==> config.mk <==
export PLATFORM = sky130hd
export DESIGN_NAME = tmr_ccu
export DESIGN_NICKNAME = d
export VERILOG_FILES = /design/src/rtl/tmr_ccu_pkg.sv /design/src/rtl/ccu_sync.sv /design/src/rtl/ccu_capture.sv /design/src/rtl/ccu_compare.sv /design/src/rtl/ccu_regs.sv /design/src/rtl/tmr_ccu.sv
export SDC_FILE = /design/constraint.sdc
export NUM_CORES = 1
export LEC_CHECK = 0
export CORE_MARGIN = 2
export CORE_UTILIZATION = 56
export CTS_BUF_LIST = sky130_fd_sc_hd__clkbuf_8 sky130_fd_sc_hd__clkbuf_16
export CTS_CLUSTER_DIAMETER = 150
export DETAILED_ROUTE_END_ITERATION = 8
export DONT_BUFFER_PORTS = 1
export HOLD_SLACK_MARGIN = 0.1
export PLACE_DENSITY = 0.79
export SYNTH_ARGS = -nofsm -noshare
export SYNTH_HDL_FRONTEND = slang
export SYNTH_SLANG_ARGS = --single-unit
==> constraint.sdc <==
create_clock -name clk -period 1.4 [get_ports clk]
set_input_delay 0.14 -clock clk [delete_from_list [all_inputs] [get_ports clk]]
set_output_delay 0.14 -clock clk [all_outputs]
set_load 0.05 [all_outputs]
==> src/rtl/tmr_ccu_pkg.sv <==
package tmr_ccu_pkg;

   // compare action codes (bits 5:3 of the control byte)
   typedef enum logic [2:0] {
      ACT_SET     = 3'b000,
      ACT_CLR     = 3'b001,
      ACT_TOG     = 3'b010,
      ACT_UP_SET  = 3'b011,
      ACT_UP_CLR  = 3'b100,
      ACT_REF_CLR = 3'b101,
      ACT_REF_SET = 3'b110,
      ACT_NONE    = 3'b111
   } cmp_act_e;

   // capture edge codes (bits 1:0)
   typedef enum logic [1:0] {
      EDGE_OFF  = 2'b00,
      EDGE_RISE = 2'b01,
      EDGE_FALL = 2'b10,
      EDGE_ANY  = 2'b11
   } cap_edge_e;

   typedef struct packed {
      logic      src_alt;
      logic      ien;
      cmp_act_e  act;
      logic      cmp_mode;
      cap_edge_e edge_sel;
   } ctrl_t;

   localparam logic [1:0] A_CTRL = 2'd0;
   localparam logic [1:0] A_VLO  = 2'd1;
   localparam logic [1:0] A_VHI  = 2'd2;
   localparam logic [1:0] A_STAT = 2'd3;

   localparam logic [7:0] CTRL_RESET = 8'h40;

endpackage

==> src/rtl/ccu_sync.sv <==
module ccu_sync #(
   parameter int STAGES = 2
) (
   input  logic clk,
   input  logic rst_n,
   input  logic d,
   output logic q
);
   logic [STAGES-1:0] sr;

   if (STAGES < 2) begin : g_bad_stages
      $error("ccu_sync: STAGES must be at least 2");
   end

   for (genvar i = 0; i < STAGES; i++) begin : g_stage
      if (i == 0) begin : g_first
         always_ff @(posedge clk or negedge rst_n) begin
            if (!rst_n) sr[i] <= 1'b0;
            else        sr[i] <= d;
         end
      end else begin : g_next
         always_ff @(posedge clk or negedge rst_n) begin
            if (!rst_n) sr[i] <= 1'b0;
            else        sr[i] <= sr[i-1];
         end
      end
   end

   assign q = sr[STAGES-1];

endmodule

==> src/rtl/ccu_capture.sv <==
module ccu_capture
   import tmr_ccu_pkg::*;
#(
   parameter int SYNC_STAGES = 2,
   parameter bit ALT_SYNC    = 1'b0
) (
   input  logic      clk,
   input  logic      rst_n,
   input  logic      pin,
   input  logic      alt,
   input  logic      src_alt,
   input  cap_edge_e edge_sel,
   input  logic      cmp_mode,
   output logic      cap_evt
);
   logic pin_s, alt_s;
   logic pin_prev, alt_prev;
   logic rise, fall;

   ccu_sync #(.STAGES(SYNC_STAGES)) u_pin_sync (
      .clk(clk), .rst_n(rst_n), .d(pin), .q(pin_s)
   );

   if (ALT_SYNC) begin : g_alt_sync
      ccu_sync #(.STAGES(SYNC_STAGES)) u_alt_sync (
         .clk(clk), .rst_n(rst_n), .d(alt), .q(alt_s)
      );
   end else begin : g_alt_direct
      assign alt_s = alt;
   end

   // separate history per source: switching source makes no false edge
   always_ff @(posedge clk or negedge rst_n) begin
      if (!rst_n) begin
         pin_prev <= 1'b0;
         alt_prev <= 1'b0;
      end else begin
         pin_prev <= pin_s;
         alt_prev <= alt_s;
      end
   end

   always_comb begin
      if (src_alt) begin
         rise = alt_s & ~alt_prev;
         fall = ~alt_s & alt_prev;
      end else begin
         rise = pin_s & ~pin_prev;
         fall = ~pin_s & pin_prev;
      end
   end

   always_comb begin
      cap_evt = 1'b0;
      if (!cmp_mode) begin
         case (edge_sel)
            EDGE_RISE: cap_evt = rise;
            EDGE_FALL: cap_evt = fall;
            EDGE_ANY:  cap_evt = rise | fall;
            default:   cap_evt = 1'b0;
         endcase
      end
   end

   // the unselected source never causes a capture
   p_alt_quiet_r5: assert property (@(posedge clk) disable iff (!rst_n)
      (src_alt && $stable(alt_s)) |-> !cap_evt);
   p_pin_quiet_r5: assert property (@(posedge clk) disable iff (!rst_n)
      (!src_alt && $stable(pin_s)) |-> !cap_evt);

endmodule

==> src/rtl/ccu_compare.sv <==
module ccu_compare
   import tmr_ccu_pkg::*;
#(
   parameter int CNT_W = 16
) (
   input  logic             clk,
   input  logic             rst_n,
   input  logic [CNT_W-1:0] cnt_val,
   input  logic [CNT_W-1:0] cmp_val,
   input  logic             cmp_mode,
   input  cmp_act_e         act,
   input  logic             cnt_down,
   input  logic             cnt_zero,
   input  logic             ch0_match,
   output logic             match,
   output logic             ch_out
);
   logic out_nxt;

   assign match = cmp_mode && (cnt_val == cmp_val);

   always_comb begin
      out_nxt = ch_out;
      if (cmp_mode) begin
         case (act)
            ACT_SET:     if (match) out_nxt = 1'b1;
            ACT_CLR:     if (match) out_nxt = 1'b0;
            ACT_TOG:     if (match) out_nxt = ~ch_out;
            ACT_UP_SET: begin
               if (match)         out_nxt = ~cnt_down;
               else if (cnt_zero) out_nxt = 1'b0;
            end
            ACT_UP_CLR: begin
               if (match)         out_nxt = cnt_down;
               else if (cnt_zero) out_nxt = 1'b1;
            end
            ACT_REF_CLR: begin
               if (match)          out_nxt = 1'b1;
               else if (ch0_match) out_nxt = 1'b0;
            end
            ACT_REF_SET: begin
               if (match)          out_nxt = 1'b0;
               else if (ch0_match) out_nxt = 1'b1;
            end
            default: out_nxt = ch_out;
         endcase
      end
   end

   always_ff @(posedge clk or negedge rst_n) begin
      if (!rst_n) ch_out <= 1'b0;
      else        ch_out <= out_nxt;
   end

   p_set_r6: assert property (@(posedge clk) disable iff (!rst_n)
      (cmp_mode && act == ACT_SET && match) |=> ch_out);
   p_clr_r6: assert property (@(posedge clk) disable iff (!rst_n)
      (cmp_mode && act == ACT_CLR && match) |=> !ch_out);
   p_tog_r6: assert property (@(posedge clk) disable iff (!rst_n)
      (cmp_mode && act == ACT_TOG && match) |=> (ch_out != $past(ch_out)));
   p_updown_r7: assert property (@(posedge clk) disable iff (!rst_n)
      (cmp_mode && act == ACT_UP_SET && match) |=> (ch_out == !$past(cnt_down)));
   p_zero_r7: assert property (@(posedge clk) disable iff (!rst_n)
      (cmp_mode && act == ACT_UP_CLR && cnt_zero && !match) |=> ch_out);
   p_ref_r8: assert property (@(posedge clk) disable iff (!rst_n)
      (cmp_mode && act == ACT_REF_CLR && ch0_match && !match) |=> !ch_out);
   p_none_r9: assert property (@(posedge clk) disable iff (!rst_n)
      (cmp_mode && act == ACT_NONE) |=> $stable(ch_out));
   p_capmode_hold_r9: assert property (@(posedge clk) disable iff (!rst_n)
      !cmp_mode |=> $stable(ch_out));

endmodule

==> src/rtl/ccu_regs.sv <==
module ccu_regs
   import tmr_ccu_pkg::*;
#(
   parameter int CNT_W = 16
) (
   input  logic             clk,
   input  logic             rst_n,
   input  logic             wr_en,
   input  logic [1:0]       addr,
   input  logic [7:0]       wr_data,
   input  logic             cap_evt,
   input  logic             match_evt,
   input  logic [CNT_W-1:0] cnt_val,
   output ctrl_t            ctrl,
   output logic [CNT_W-1:0] value,
   output logic             pending,
   output logic [7:0]       rd_data
);
   localparam int HI_W = CNT_W - 8;

   logic [7:0] lo_hold;
   logic       wr_ctrl, wr_lo, wr_hi, wr_clr;

   assign wr_ctrl = wr_en && (addr == A_CTRL);
   assign wr_lo   = wr_en && (addr == A_VLO);
   assign wr_hi   = wr_en && (addr == A_VHI);
   assign wr_clr  = wr_en && (addr == A_STAT) && wr_data[0];

   always_ff @(posedge clk or negedge rst_n) begin
      if (!rst_n) ctrl <= ctrl_t'(CTRL_RESET);
      else if (wr_ctrl) ctrl <= ctrl_t'(wr_data);
   end

   always_ff @(posedge clk or negedge rst_n) begin
      if (!rst_n) lo_hold <= 8'h00;
      else if (wr_lo) lo_hold <= wr_data;
   end

   // capture has priority over a software commit in the same cycle
   always_ff @(posedge clk or negedge rst_n) begin
      if (!rst_n)       value <= '0;
      else if (cap_evt) value <= cnt_val;
      else if (wr_hi)   value <= {wr_data[HI_W-1:0], lo_hold};
   end

   always_ff @(posedge clk or negedge rst_n) begin
      if (!rst_n)                     pending <= 1'b0;
      else if (cap_evt || match_evt)  pending <= 1'b1;
      else if (wr_clr)                pending <= 1'b0;
   end

   always_comb begin
      case (addr)
         A_CTRL:  rd_data = ctrl;
         A_VLO:   rd_data = value[7:0];
         A_VHI:   rd_data = 8'(value[CNT_W-1:8]);
         default: rd_data = {7'd0, pending};
      endcase
   end

   p_commit_r3: assert property (@(posedge clk) disable iff (!rst_n)
      !$stable(value) |-> $past(cap_evt || wr_hi));
   p_pend_cause_r10: assert property (@(posedge clk) disable iff (!rst_n)
      $rose(pending) |-> $past(cap_evt || match_evt));
   p_pend_clr_r10: assert property (@(posedge clk) disable iff (!rst_n)
      (wr_clr && !cap_evt && !match_evt) |=> !pending);

endmodule

==> src/rtl/tmr_ccu.sv <==
module tmr_ccu
   import tmr_ccu_pkg::*;
#(
   parameter int CNT_W       = 16,
   parameter int SYNC_STAGES = 2,
   parameter bit ALT_SYNC    = 1'b0
) (
   input  logic             clk,
   input  logic             rst_n,
   input  logic [CNT_W-1:0] cnt_val,
   input  logic             cnt_down,
   input  logic             cnt_zero,
   input  logic             ch0_match,
   input  logic             cap_pin,
   input  logic             cap_alt,
   input  logic             reg_wr,
   input  logic [1:0]       reg_addr,
   input  logic [7:0]       reg_wdata,
   output logic [7:0]       reg_rdata,
   output logic             ch_out,
   output logic             irq,
   output logic [CNT_W-1:0] cap_value
);
   if (CNT_W < 9 || CNT_W > 16) begin : g_bad_width
      $error("tmr_ccu: CNT_W must lie in 9..16 (two byte lanes)");
   end
   if (SYNC_STAGES < 2) begin : g_bad_sync
      $error("tmr_ccu: SYNC_STAGES must be at least 2");
   end

   ctrl_t            ctrl;
   logic [CNT_W-1:0] value;
   logic             pending;
   logic             cap_evt;
   logic             match;

   ccu_regs #(.CNT_W(CNT_W)) u_regs (
      .clk(clk), .rst_n(rst_n),
      .wr_en(reg_wr), .addr(reg_addr), .wr_data(reg_wdata),
      .cap_evt(cap_evt), .match_evt(match), .cnt_val(cnt_val),
      .ctrl(ctrl), .value(value), .pending(pending), .rd_data(reg_rdata)
   );

   ccu_capture #(.SYNC_STAGES(SYNC_STAGES), .ALT_SYNC(ALT_SYNC)) u_cap (
      .clk(clk), .rst_n(rst_n),
      .pin(cap_pin), .alt(cap_alt),
      .src_alt(ctrl.src_alt), .edge_sel(ctrl.edge_sel),
      .cmp_mode(ctrl.cmp_mode), .cap_evt(cap_evt)
   );

   ccu_compare #(.CNT_W(CNT_W)) u_cmp (
      .clk(clk), .rst_n(rst_n),
      .cnt_val(cnt_val), .cmp_val(value),
      .cmp_mode(ctrl.cmp_mode), .act(ctrl.act),
      .cnt_down(cnt_down), .cnt_zero(cnt_zero), .ch0_match(ch0_match),
      .match(match), .ch_out(ch_out)
   );

   assign irq       = pending & ctrl.ien;
   assign cap_value = value;

   // the request never shows while the flag is clear
   p_irq_flag_r10: assert property (@(posedge clk) disable iff (!rst_n)
      irq |-> pending);

endmodule

==> results of run 1 <==
[worst max-delay path: stages, from the launching register on]
cell,delay [ns]
dfrtp_1,0.40
xnor2_1,0.27
nand3_1,0.20
nor3_4,0.35
a22oi_1,0.12
a311oi_1,0.27
[synthesized netlist by cell type (2+ instances only)]
cell type / number
a21oi_1: 4
and3b_1: 2
buf_2: 6
clkbuf_1: 3
dfrtp_1: 37
inv_1: 4
mux2_1: 7
mux2_2: 9
mux2i_1: 23
nand2_1: 29
nand3_1: 2
nand3b_1: 2
nand4_1: 3
nor2_1: 2
nor2b_1: 3
nor3b_1: 2
o21ai_0: 10
o21ai_1: 19
xnor2_1: 13
[sequential cells by signal, indices dropped and copies added (netlist names)]
signal,count
u_regs.ctrl,8
u_cap.u_pin_sync.sr,1
u_cap.pin_prev,1
u_cmp.ch_out,1
u_cap.u_pin_sync.q,1
u_regs.lo_hold,8
u_regs.pending,1
u_regs.value,16
u_cap.alt_prev,1
[layer usage]
| metal | vias up | wire (um) | part of all wire [%] | GRT usage (%) |
|---|---|---|---|---|
| met1 | 990 | 2762 | 38 | 37.63 |
| met5 | - | 0 | 0 | 0 |
| met3 | 28 | 570 | 7.7 | 10.94 |
| met4 | 0 | 290 | 3.9 | 16.49 |
| met2 | 124 | 3737 | 51 | 56.83 |
| li1 | 846 | - | - | - |
[power by group through the flow]
stage               Sequential (mW)  Combinational, mW  Clock (mW)
floorplan                      2.59               1.20           0
global placement               1.71               2.99           0
detailed placement             1.75               3.04           0
CTS                            1.76               3.30       0.792
global route                   1.86               3.87       0.847
finish                         1.83               3.72       0.806
[kinds of logic (layout without fill, tap and decap cells)]
kind of cell              count (synthesis)  in the layout  synth area share [%]
muxes                                    40             40                 20.92
xor gates and xnor gates                 13             13                 5.502
and+or+nand+nor                          51             51                 13.72
DFF                                      38             38                 46.01
AOI/OAI and AO/OA                        41             41                 11.13
buffers and inverters                    13             86                 2.720
[per-stage QoR]
| step | instance area, um2 | TNS (ns) | total power, mW | worst slack, ns |
|---|---|---|---|---|
| floorplan | 2100 | -0.3828 | 3.782 | -0.2149 |
| global placement | 2495 | -0.02653 | 4.697 | -0.02653 |
| detailed placement | 2495 | -0.2180 | 4.785 | -0.1255 |
| CTS | 3004 | -0.6245 | 5.855 | -0.2453 |
| global route | 3211 | -3.586 | 6.573 | -0.3661 |
| finish | 3211 | -1.781 | 6.353 | -0.3366 |
[area by class of cell]
class / instances / area share, %
clock buffers: 6 / 2.572
clock inverters: 2 / 0.2728
inverters: 4 / 0.4677
multi-input cells: 145 / 39.87
flip-flops and latches: 38 / 29.93
well taps: 48 / 1.871
repair buffers: 74 / 25.02
[how the worst max path moves through the flow]
stage	start	slack, ns	depth (start not counted)	endpoint
finish	u_regs.value[2]	-0.34	5	u_cmp.ch_out
global route	u_regs.value[14]	-0.37	5	u_cmp.ch_out
CTS	u_regs.value[0]	-0.25	2	reg_rdata[0]
detailed placement	u_regs.value[0]	-0.13	5	u_cmp.ch_out
global placement	u_regs.value[0]	-0.03	5	u_cmp.ch_out
floorplan	u_regs.value[0]	-0.21	5	u_cmp.ch_out
[what timing repair did]
item | 4_1_cts | 5_1_grt
setup endpoints to repair | 17 | 26
hold buffers | 31 | 0
gates cloned | 1 | 0
gates resized for setup | 18 | 52
pin swaps | 6 | 24
setup buffers | 3 | 2
endpoints found under the hold margin | 73 | 0
==> impl_metrics.env, run 1 <==
export IMPL_status="finished with violations"
export IMPL_violations="negative setup slack"
export IMPL_cp_data_arrival_time_ns=1.92
export IMPL_final_cell_mix="dlygate4sd3_1 (30), dfrtp_1 (30), buf_4 (22)"
export IMPL_yosys_top_cells_area="dfrtp_1 (45%), mux2i_1 (11%), xnor2_1 (5.5%)"
export IMPL_cts_buffers=5
export IMPL_min_to="u_cmp.ch_out"
export IMPL_required_ns=1.59
export IMPL_row_count=22
export IMPL_p_int_mw=3.324
export IMPL_drt_iter0_drc=109
export IMPL_worstSetupPathType="flop to flop"
export IMPL_grt_pass1_vias=2047
export IMPL_holdPathStages=3
export IMPL_rr_startpoint="u_regs.value[2]"
export IMPL_cts_tree="yes"
export IMPL_finalSetupViolations=22
export IMPL_die_w_um=64.79
export IMPL_final_core_util_pct=89.04
export IMPL_tightest_slew_ns=0.5391
export IMPL_drt_wirelength_per_cell_um=23.22
export IMPL_die_area_um2=4198
export IMPL_yosysUniqueCellTypes=35
export IMPL_drc_errors=0
export IMPL_hpwl_um=3889
export IMPL_fin_skew_ns=0.01003
export IMPL_syn_inst=196
export IMPL_firstDrtPassIters=4
export IMPL_root_buffer="clkbuf_8"
export IMPL_instances_no_fill=317
export IMPL_synth_edf_count=0
export IMPL_power_net_switching_mw=3.029
export IMPL_fillers=151
export IMPL_max_freq_mhz=575.8
export IMPL_async_flop_share_pct=100.0
export IMPL_clock_latency_ns=0.31
export IMPL_netSwitchingFraction_pct=47.67
export IMPL_rsz0062_at_grt="yes"
export IMPL_drive_gt1_share_pct=43.49
export IMPL_clock_path_buffers=2
export IMPL_grt_use_total_pct=33.46
export IMPL_cts_sink_count=38
export IMPL_fin_crit_ns=1.737
export IMPL_r2r_end="u_cmp.ch_out"
export IMPL_min_period_over_period_pct=124.0
export IMPL_grt_pass1_wl_um=10150
export IMPL_seqPwrFrac_pct=28.8
export IMPL_vias=1988
export IMPL_worst_setup_path_end_kind="flop"
export IMPL_area_growth_pct=55.14
export IMPL_regArea_um2=960.9
export IMPL_power_density_nw_per_um2=1979
export IMPL_avgSynthCellArea_um2=10.56
export IMPL_diodes=0
export IMPL_grt_max_degree=39
export IMPL_hp_class="primary input to flop"
export IMPL_ys_flop_type="dfrtp_1"
export IMPL_hold_slack_ns=0.1799
export IMPL_die_h_um=64.79
export IMPL_leakagePower_nw=1.464
export IMPL_syn_area_um2=2069
export IMPL_max_cap_viol_count=0
export IMPL_seq_area_frac_synth_pct=46.01
export IMPL_drv_slew=0
export IMPL_ios=60
export IMPL_ant_nets=0
export IMPL_hold_violations=0
export IMPL_coreArea_um2=3606
export IMPL_critPathMaxFanout=3
export IMPL_syn_num_nets=230
export IMPL_gp_congestion=0.8568
export IMPL_ff2ff_path_depth=5
export IMPL_wl_um=7360
export IMPL_clkPwrFrac_pct=12.7
export IMPL_critPathLaunchType="flop"
export IMPL_start_util_pct=57.39
export IMPL_ys_ff_latch=38
export IMPL_yosysTopAreaCell="dfrtp_1"
export IMPL_yosysTopAreaCellShare_pct=44.74
export IMPL_grt_ovfl_total=0
export IMPL_htreeDepth=2
export IMPL_placed_cells=273
export IMPL_slew_headroom_pct=63.95
export IMPL_yosysWarnings=0
export IMPL_multi_input_area_um2=1280
export IMPL_layout_nets=302
export IMPL_vias_per_cell=6.271
export IMPL_clk_pin_slew_worst_paths_ns=0.08
export IMPL_final_setup_worst_slack_ns=-0.3366
export IMPL_worstHoldStart="cnt_down"
export IMPL_ir_drop_mv=1.367
export IMPL_antenna_found_initial=0
export IMPL_io_buffers=0
export IMPL_p_comb_share_pct=58.5
export IMPL_ff2ff_setup_slack_ns=-0.34
No activity file was read; power rests on OpenSTA's default activity.
==> inputs of run 2 (changes only) <==
--- a/config.mk
+++ b/config.mk
@@ -6,13 +6,13 @@
 export NUM_CORES = 1
 export LEC_CHECK = 0
 export CORE_MARGIN = 2
-export CORE_UTILIZATION = 56
+export CORE_UTILIZATION = 62
 export CTS_BUF_LIST = sky130_fd_sc_hd__clkbuf_8 sky130_fd_sc_hd__clkbuf_16
 export CTS_CLUSTER_DIAMETER = 150
 export DETAILED_ROUTE_END_ITERATION = 8
 export DONT_BUFFER_PORTS = 1
 export HOLD_SLACK_MARGIN = 0.1
-export PLACE_DENSITY = 0.79
+export PLACE_DENSITY = 0.83
 export SYNTH_ARGS = -nofsm -noshare
 export SYNTH_HDL_FRONTEND = slang
 export SYNTH_SLANG_ARGS = --single-unit
==> constraint.sdc (replaced) <==
create_clock -name clk -period 1.7 [get_ports clk]
set_input_delay 0.17 -clock clk [delete_from_list [all_inputs] [get_ports clk]]
set_output_delay 0.17 -clock clk [all_outputs]
set_load 0.05 [all_outputs]
==> impl_metrics.env, run 2 (same netlist as run 1, synthesis figures left out) <==
export IMPL_status="complete, no violations"
export IMPL_power_density_nw_per_um2=1665
export IMPL_grt_pass1_vias=2114
export IMPL_row_count=20
export IMPL_largest_register="u_regs.value"
export IMPL_vias=1904
export IMPL_root_buffer="clkbuf_8"
export IMPL_grt_pass1_wl_um=10160
export IMPL_hold_violations=0
export IMPL_drc_errors=0
export IMPL_io_buffers=0
export IMPL_hpwl_um=3941
export IMPL_htreeDepth=2
export IMPL_r2r_end="u_cmp.ch_out"
export IMPL_wl_met3_um=564
export IMPL_ios=60
export IMPL_rsz0062_at_grt="yes"
export IMPL_required_ns=1.53
export IMPL_dp_slack_ns=0.1241
export IMPL_worstHoldStart="reg_wdata[3]"
export IMPL_start_util_pct=66.69
export IMPL_drt_wirelength_per_cell_um=21.50
export IMPL_critPathMaxFanout=4
export IMPL_wl_met2_um=3362
export IMPL_drt_iter0_drc=178
export IMPL_holdPathStages=2
export IMPL_finalSetupTns_ns=0
export IMPL_final_cell_mix="dfrtp_1 (34), dlygate4sd3_1 (30), buf_4 (30)"
export IMPL_clock_path_buffers=2
export IMPL_worstSetupPathType="flop to output pin"
export IMPL_hp_class="primary input to flop"
export IMPL_drive_gt1_share_pct=22.57
export IMPL_ff2ff_path_depth=5
export IMPL_cts_buffers=5
export IMPL_critPathLaunchType="flop"
export IMPL_vias_per_cell=6.326
export IMPL_layout_nets=290
export IMPL_instances_no_fill=301
export IMPL_drv_slew=0
export IMPL_fin_skew_ns=0.006845
export IMPL_clk_pin_slew_worst_paths_ns=0.07
export IMPL_gp_congestion=0.8028
export IMPL_rr_startpoint="u_regs.value[9]"
export IMPL_area_growth_pct=32.53
export IMPL_wl_um=6473
export IMPL_ir_drop_mv=1.206
export IMPL_leakagePower_nw=1.248
export IMPL_fillers=158
export IMPL_met1_length_um=2219
export IMPL_clock_latency_ns=0.30
export IMPL_placed_cells=262
export IMPL_placed_area_um2=2323
export IMPL_cts_tree="yes"
export IMPL_p_total_mw=4.567
export IMPL_grt_max_degree=39
export IMPL_diodes=0
export IMPL_fin_area_um2=2743
export IMPL_cts_sink_count=38
export IMPL_firstDrtPassIters=4
export IMPL_final_common_cell="dfrtp_1"
export IMPL_max_cap_viol_count=0
export IMPL_ff2ff_setup_slack_ns=0.16
export IMPL_largest_register_ffs=16
export IMPL_finalSetupViolations=0
export IMPL_final_core_util_pct=88.39
export IMPL_max_freq_mhz=592.1
export IMPL_grt_use_total_pct=38.45
export IMPL_largestRegisters="u_regs.value: 16 flops, u_regs.ctrl: 8 flops, u_regs.lo_hold: 8 flops"
export IMPL_slew_headroom_pct=64.35
export IMPL_grt_ovfl_total=0
export IMPL_final_setup_worst_slack_ns=0.01110
export IMPL_die_w_um=61.78
export IMPL_coreArea_um2=3103
export IMPL_hold_slack_ns=0.1122
export IMPL_post_cts_setup_buffers=0
export IMPL_top_layer="met4"
export IMPL_die_area_um2=3816
export IMPL_die_h_um=61.78
export IMPL_worst_setup_path_end_kind="output pin"
export IMPL_min_to="u_regs.value[11]"
export IMPL_antenna_found_initial=0
export IMPL_cp_data_arrival_time_ns=1.52
export IMPL_ant_nets=0
export IMPL_tightest_slew_ns=0.5331
export IMPL_min_period_over_period_pct=99.35
export IMPL_fin_crit_ns=1.689
run 2: cell count changes in the layout (fill, tap and decap cells not counted), sizes merged:
cell,previous run,this run
buf,44,32
inv,5,4
clkinvlp,0,1
run 2: layout make-up:
type	instances	area [um2]	share of cell area [%]
multi-input combinational	145	1065	38.82
tap	44	55.05	2.007
sequential	38	955.9	34.85
inverter	4	15.01	0.5474
timing repair buffer	62	556.8	20.30
clock buffer	6	82.58	3.011
clock inverter	2	12.51	0.4562
run 2: worst max-delay path by stage:
stage	from	end	slack [ns]	cells after the start
floorplan	u_regs.value[9]	reg_rdata[1]	0.005	2
global placement	u_regs.value[0]	u_cmp.ch_out	0.18	5
detailed placement	u_regs.value[0]	u_cmp.ch_out	0.12	5
CTS	u_regs.value[0]	reg_rdata[0]	0.02	2
global route	u_regs.value[0]	reg_rdata[0]	-0.008	2
finish	u_regs.value[0]	reg_rdata[0]	0.01	2
run 2: where the power goes:
group	internal, mW	leakage [nW]	switching (mW)	total, mW
Clock	0.326	0.0472	0.329	0.655
Sequential	1.19	0.450	0.270	1.46
Combinational	0.805	0.751	1.64	2.45
Total	2.32	1.25	2.24	4.57
run 2: what timing repair did:
item	CTS	global route
endpoints found under the hold margin	73	0
resized for setup	1	0
pin swaps	0	1
hold buffers	31	0
endpoints found under the setup margin	1	2
run 2: routing by layer:
metal  global-route usage (%)  vias up
met4                    24.32        0
met2                    66.02      126
li1                         -      815
met3                    12.84       35
met1                    40.36      928
met5                        0        -
run 2: critical path, cell delays in order, from the launching register on:
cell,delay (ns)
dfrtp_2,0.41
buf_6,0.16
mux4_2,0.65
